**src/rtl/dbi_tx_pkg.sv**
```systemverilog
package dbi_tx_pkg;
    typedef enum logic [1:0] {
        FRM_NINE    = 2'd0,
        FRM_SIXTEEN = 2'd1,
        FRM_BYTE    = 2'd2
    } frame_e;

    typedef enum logic [1:0] {
        ST_IDLE,
        ST_SETUP,
        ST_LEAD,
        ST_SHIFT
    } tx_state_e;
endpackage

```
**src/rtl/dbi_tx_framer.sv**
```systemverilog
module dbi_tx_framer
    import dbi_tx_pkg::*;
#(
    parameter int DW = 8,
    localparam int WMAX = 2 * DW,
    localparam int LW = $clog2(WMAX)
) (
    input  frame_e          mode,
    input  logic            dc,
    input  logic [DW-1:0]   data,
    output logic [WMAX-1:0] word,
    output logic [LW-1:0]   len_m1
);
    // Word is left-aligned: the first bit on the wire sits at WMAX-1.
    always_comb begin
        unique case (mode)
            FRM_NINE: begin
                word   = {dc, data, {(DW-1){1'b0}}};
                len_m1 = LW'(DW);
            end
            FRM_SIXTEEN: begin
                word   = {{(DW-1){1'b0}}, dc, data};
                len_m1 = LW'(WMAX - 1);
            end
            default: begin
                word   = {data, {DW{1'b0}}};
                len_m1 = LW'(DW - 1);
            end
        endcase
    end
endmodule

```
**src/rtl/dbi_tx_tick.sv**
```systemverilog
module dbi_tx_tick #(
    parameter int HW = 8
) (
    input  logic          clk,
    input  logic          rst_n,
    input  logic          en,
    input  logic [HW-1:0] half,
    output logic          tick
);
    logic [HW-1:0] cnt_d, cnt_q;
    logic [HW-1:0] lim;

    always_comb begin
        lim  = (half == '0) ? HW'(1) : half;
        tick = en && (cnt_q == lim - HW'(1));
        if (!en || tick) cnt_d = '0;
        else             cnt_d = cnt_q + HW'(1);
    end

    always_ff @(posedge clk or negedge rst_n) begin
        if (!rst_n) cnt_q <= '0;
        else        cnt_q <= cnt_d;
    end
endmodule

```
**src/rtl/dbi_serial_tx.sv**
```systemverilog
module dbi_serial_tx
    import dbi_tx_pkg::*;
#(
    parameter int DW = 8,
    parameter int HW = 8
) (
    input  logic          clk,
    input  logic          rst_n,
    input  logic [1:0]    cfg_mode,
    input  logic [HW-1:0] cfg_half,
    input  logic          panel_rst_req,
    input  logic          in_valid,
    input  logic          in_dc,
    input  logic [DW-1:0] in_data,
    output logic          in_ready,
    output logic          cs_n,
    output logic          sclk,
    output logic          sdo,
    output logic          dcx,
    output logic          panel_rst_n
);
    localparam int WMAX = 2 * DW;
    localparam int LW   = $clog2(WMAX);

    typedef struct packed {
        tx_state_e       st;
        logic [WMAX-1:0] sh;
        logic [LW-1:0]   cnt;
        logic            sclk;
        logic            cs_n;
        logic            dcx;
        logic            pv;
        logic            pdc;
        logic [DW-1:0]   pd;
        logic            prst_n;
    } regs_t;

    localparam regs_t RESET_VAL = '{
        st: ST_IDLE, sh: '0, cnt: '0, sclk: 1'b0, cs_n: 1'b1,
        dcx: 1'b0, pv: 1'b0, pdc: 1'b0, pd: '0, prst_n: 1'b0
    };

    regs_t d, q;
    frame_e          mode;
    logic            tick;
    logic            take;
    logic            src_dc;
    logic [DW-1:0]   src_data;
    logic [WMAX-1:0] f_word;
    logic [LW-1:0]   f_len_m1;
    logic            nxt_dc;
    logic            have_next;

    assign mode = frame_e'(cfg_mode);

    // A queued byte wins over the input; the queue is empty while idle.
    assign src_dc   = q.pv ? q.pdc : in_dc;
    assign src_data = q.pv ? q.pd  : in_data;

    dbi_tx_framer #(.DW(DW)) u_framer (
        .mode   (mode),
        .dc     (src_dc),
        .data   (src_data),
        .word   (f_word),
        .len_m1 (f_len_m1)
    );

    dbi_tx_tick #(.HW(HW)) u_tick (
        .clk   (clk),
        .rst_n (rst_n),
        .en    (q.st != ST_IDLE),
        .half  (cfg_half),
        .tick  (tick)
    );

    always_comb begin
        d         = q;
        d.prst_n  = ~panel_rst_req;
        in_ready  = (q.st == ST_IDLE) ||
                    (q.st == ST_SHIFT && q.cnt == '0 && !q.pv);
        take      = in_valid && in_ready;
        have_next = q.pv || (take && q.st == ST_SHIFT);
        nxt_dc    = src_dc;

        unique case (q.st)
            ST_IDLE: begin
                if (take) begin
                    d.sh  = f_word;
                    d.cnt = f_len_m1;
                    if (mode == FRM_BYTE) d.dcx = in_dc;
                    d.st  = ST_SETUP;
                end
            end
            ST_SETUP: begin
                if (tick) begin
                    d.cs_n = 1'b0;
                    d.st   = ST_LEAD;
                end
            end
            ST_LEAD: begin
                if (tick) begin
                    d.sclk = 1'b1;
                    d.st   = ST_SHIFT;
                end
            end
            ST_SHIFT: begin
                if (take) begin
                    d.pv  = 1'b1;
                    d.pdc = in_dc;
                    d.pd  = in_data;
                end
                if (tick) begin
                    if (!q.sclk) begin
                        d.sclk = 1'b1;
                    end else begin
                        d.sclk = 1'b0;
                        if (q.cnt != '0) begin
                            d.sh  = {q.sh[WMAX-2:0], 1'b0};
                            d.cnt = q.cnt - LW'(1);
                        end else if (have_next) begin
                            d.sh  = f_word;
                            d.cnt = f_len_m1;
                            d.pv  = 1'b0;
                            if (mode == FRM_BYTE && nxt_dc != q.dcx) begin
                                d.cs_n = 1'b1;
                                d.dcx  = nxt_dc;
                                d.st   = ST_SETUP;
                            end
                        end else begin
                            d.sh   = '0;
                            d.cs_n = 1'b1;
                            d.st   = ST_IDLE;
                        end
                    end
                end
            end
            default: d = RESET_VAL;
        endcase
    end

    always_ff @(posedge clk or negedge rst_n) begin
        if (!rst_n) q <= RESET_VAL;
        else        q <= d;
    end

    assign cs_n        = q.cs_n;
    assign sclk        = q.sclk;
    assign sdo         = q.sh[WMAX-1];
    assign dcx         = q.dcx;
    assign panel_rst_n = q.prst_n;

    // clock stays low outside a selected frame
    a_r4_sclk_low_when_deselected: assert property (
        @(posedge clk) disable iff (!rst_n) cs_n |-> !sclk);

    // data line holds through every high phase of the clock
    a_r4_sdo_stable_while_high: assert property (
        @(posedge clk) disable iff (!rst_n) sclk |=> (sclk |-> $stable(sdo)));

    // select only rises on the clock edge that closes a bit
    a_r6_cs_rise_with_sclk_fall: assert property (
        @(posedge clk) disable iff (!rst_n) $rose(cs_n) |-> $fell(sclk));

    // sideband flag never moves while the panel is selected
    a_r8_dcx_stable_in_frame: assert property (
        @(posedge clk) disable iff (!rst_n) !cs_n |=> (!cs_n |-> $stable(dcx)));

    // a queued byte blocks further intake
    a_r9_no_intake_when_queued: assert property (
        @(posedge clk) disable iff (!rst_n) q.pv |-> !in_ready);
endmodule

```
**config.mk**
```make
export PLATFORM = sky130hd
export DESIGN_NAME = dbi_serial_tx
export DESIGN_NICKNAME = d
export VERILOG_FILES = /design/src/rtl/dbi_tx_pkg.sv /design/src/rtl/dbi_tx_framer.sv /design/src/rtl/dbi_tx_tick.sv /design/src/rtl/dbi_serial_tx.sv
export SDC_FILE = /design/constraint.sdc
export NUM_CORES = 1
export LEC_CHECK = 0
export BUFFER_PORTS_ARGS = -buffer_cell sky130_fd_sc_hd__buf_2
export CAP_MARGIN = 15
export CORE_MARGIN = 5
export CORE_UTILIZATION = 50
export DETAILED_ROUTE_END_ITERATION = 10
export HOLD_SLACK_MARGIN = 0.02
export PLACE_DENSITY = 0.66
export SLEW_MARGIN = 40
export SYNTH_ARGS = -nofsm -noshare
export SYNTH_HDL_FRONTEND = slang
export SYNTH_HIERARCHICAL = 1
export SYNTH_SLANG_ARGS = --single-unit
```
**constraint.sdc**
```tcl
create_clock -name clk -period 3.7 [get_ports clk]
set_input_delay 0.185 -clock clk [delete_from_list [all_inputs] [get_ports clk]]
set_output_delay 0.185 -clock clk [all_outputs]
set_load 0.01 [all_outputs]
```
==> results.toml <==
[sta]
final.period_utilization_pct = 80.6
fin_setup_tns_ns = 0
slew_headroom_pct = 52.8
finalHoldViolations = 0
max_freq_mhz = 335
fin_skew_ns = 0.0108
slew_violations = 0
setup-violations-final = 0
tightestPinTransition_ns = 0.708
post-route-min-period_ns = 2.98
rsz0062_at_grt = "no"

[route]
vias = 2601
first_pass_iters = 4
wl_mm = 6.93
drt_iter0_drc = 132
viasPerCell = 5.81
drc = 0
postRouteAntennaNets = 0
wire_per_inst_um = 15.5

[logic_synthesis]
syn_nets = 379
synthCells = 349
ys_ff_latch = 44
ys_seq_area_share_pct = 36.5
synth_edf_count = 0
ys.flop_type = "dfrtp_1"
async_flop_share_pct = 100
ys.warnings.count = 6
synthesis.area_mm2 = 0.00302
syn_area_per_cell_um2 = 8.65
synth_cell_type_count = 61

[power]
ir_worst_vdd_v = 0.000518
powerDensity_mw_per_mm2 = 770
p_sw_share_pct = 42.0
power.total_w = 0.00257
p_int_w = 0.00149
power.share.clock_pct = 16.2
pwr-share-seq_pct = 34.5
combPwrFrac_pct = 49.3
leakage_nw = 1.45
p_switching_w = 0.00108

[clocking]
clock_path_buffers = 2
ctsResizeCount = 0
cts.sinks = 44
htree_levels = 2
cts_root_buf = "clkbuf_8"
insertion_delay_ns = 0.30
clk_pin_slew_ns = 0.09
tritoncts = "built"
cts_inserted_buffers = 5

[finish]
nFillCells = 559
drive_gt1_share_pct = 20.9
n_antenna_cell = 0
finalNonFillerCells = 448
fin_area_mm2 = 0.00334
syn2layout_area_growth_pct = 10.7
nNetsFinal = 402

[die]
die_x_um = 87.7
core_mm2 = 0.00589
die_area_mm2 = 0.00769
start_util_pct = 51.3
ios = 29
die_y_um = 87.7
rows = 28

[placement]
place.gp.congestion = 0.848
dp_hpwl_mm = 4.82
numPlacedInstances = 438
place_area_mm2 = 0.00320
portBuffers = 28

[run_status]
status = "finished, final reports clean"

[worst_setup_path]
crit_top_cell = "nand2_1"
cp_top_family = "simple AND/OR/NAND/NOR gates"
worstPathArrival_ns = 3.20
cp_max_fo = 9
worstSetupEndpointType = "flop"
startpoint_type = "flop"
crit_required_ns = 3.92
worst-path-buf-inv = 0
max_stage_delay_ns = 0.46
cp_cell_sequence = "nor2b_1 > or3b_2 > o311ai_1 > and4_1 > and3_1 > nand2_1 > a221oi_4 > nand2_1 > or3_1 > o21ai_0"
crit_slowest_cell = "dfrtp_1"
path_class = "flop to flop"

[global_routing]
gr-usage-met2_pct = 31.3
busiest_layer = "met2"
grt_max_degree = 45
grt_use_met1_pct = 26.4
grt_usage_pct = 19.4
grt_use_met3_pct = 4.05
grt_pass1_vias = 2512
grt_overflow = 0
grt_first_pass_wirelength_mm = 12.0
antenna_found_initial = 0

[worst_hold_path]
holdCritPathClass = "input port to flop"

[flow_run]
cap_violations = 0
## synthesized netlist by cell type, drive strengths merged (2+ instances only)
cell type / instances / area share (%)
inv: 15 / 1.9
nor3b: 2 / 0.66
and2: 7 / 1.5
and3: 4 / 0.99
xor2: 4 / 1.2
a31oi: 4 / 0.83
nor2: 29 / 3.7
nand2: 35 / 4.4
or3b: 3 / 0.87
a21oi: 68 / 12
nand3b: 2 / 0.50
o31ai: 3 / 0.91
o21ai: 7 / 1.3
nor3: 4 / 0.83
nor2b: 2 / 0.66
mux2i: 3 / 0.99
mux2: 19 / 7.2
buf: 14 / 3.0
clkbuf: 8 / 0.99
o22ai: 2 / 0.41
a221oi: 3 / 1.5
a22o: 7 / 2.0
nand3: 23 / 3.8
xnor2: 10 / 2.9
ha: 7 / 2.9
o211ai: 2 / 0.50
dfrtp: 43 / 36
a211oi: 3 / 1.1
## routing by layer
metal | vias to the layer above | wire length (um)
met5 | - | 0
met4 | 0 | 131
met3 | 11 | 398
met2 | 56 | 3170
met1 | 1244 | 3230
li1 | 1290 | -
## state kept, by name (all words and copies together), names as in the netlist
name	count
sdo	1
panel_rst_n	1
q	31
cs_n	1
sclk	1
u_tick/cnt_q	8
dcx	1
## power by group through the flow
stage / registers [W] / clock network [W] / logic [W]
final: 0.000888 / 0.000416 / 0.00127
after floorplan: 0.000836 / 0 / 0.00102
after global routing: 0.000924 / 0.000444 / 0.00143
after detailed placement: 0.000897 / 0 / 0.00126
after global placement: 0.000888 / 0 / 0.00124
after CTS: 0.000888 / 0.000426 / 0.00127
## worst register-to-register path, stage by stage, from the launching register on
cell	delay (ns)
dfrtp_1	0.46
nor2b_1	0.21
or3b_2	0.45
o311ai_1	0.10
and4_1	0.27
and3_1	0.35
nand2_1	0.17
a221oi_4	0.26
nand2_1	0.18
or3_1	0.37
o21ai_0	0.08
## per-stage QoR
stage,setup WS [ns],hold WS [ns],utilization [%]
2_1_floorplan,0.613,-0.111,-
3_3_place_gp,0.559,0.327,54.3
3_5_place_dp,0.505,0.229,54.3
4_1_cts,0.760,0.114,56.8
5_1_grt,0.548,0.117,56.8
6_report,0.716,0.122,56.8
## cells by family (layout without fill, tap and decap cells)
family	Yosys count	count (layout)	synth area share (%)
flops	44	44	36.5
compound gates	108	108	22.7
buf+inv	37	61	5.84
simple gates	117	117	19.8
fa+ha+maj	7	7	2.90
mux	22	22	8.21
xor+xnor	14	14	4.06
## worst paths after layout
| kind | from | end | slack, ns | cells after the start |
|---|---|---|---|---|
| setup / recovery | u_tick/cnt_q[0] | q[14] | 0.72 | 10 |
| hold / removal | in_data[6] | q[7] | 0.12 | 2 |
| setup reg to reg | u_tick/cnt_q[0] | q[14] | 0.72 | 10 |
| hold reg to reg | q[7] | q[7] | 0.51 | 1 |
| max in group asynchronous | rst_n | q[9] | 2.88 | 2 |
| min in group asynchronous | rst_n | u_tick/cnt_q[6] | 0.42 | 2 |
## area by class of cell
cell class	instances	area, um2	area share (%)
clock buffers	7	96.3	2.88
repair buffers	38	223	6.66
flip-flops and latches	44	1100	33.0
clock inverters	1	30.0	0.899
inverters	15	56.3	1.68
well taps	75	93.8	2.81
multi-input cells	268	1740	52.1
## placed cells by master (no fill, tap or decap), types with 3 or more instances in the layout
| master | netlist | final |
|---|---|---|
| a21oi_1 | 66 | 66 |
| dfrtp_1 | 43 | 43 |
| nand2_1 | 35 | 35 |
| nor2_1 | 28 | 28 |
| buf_2 | 6 | 27 |
| nand3_1 | 23 | 23 |
| mux2_2 | 16 | 16 |
| inv_1 | 15 | 15 |
| xnor2_1 | 10 | 10 |
| buf_4 | 4 | 9 |
| ha_1 | 7 | 7 |
| clkbuf_8 | 0 | 7 |
| a22o_1 | 7 | 7 |
| and2_1 | 7 | 7 |
| o21ai_0 | 5 | 5 |
| a31oi_1 | 4 | 4 |
| xor2_1 | 4 | 4 |
| mux2i_1 | 3 | 3 |
| nor3_1 | 3 | 3 |
| and3_1 | 3 | 3 |
## timing repair
action                                  4_1_cts  5_1_grt
hold endpoints to repair                     44        0
hold buffers                                  2        0
endpoints found under the setup margin        0        0
buffers inserted                              0        0
No activity file was read; power rests on OpenSTA's default activity.
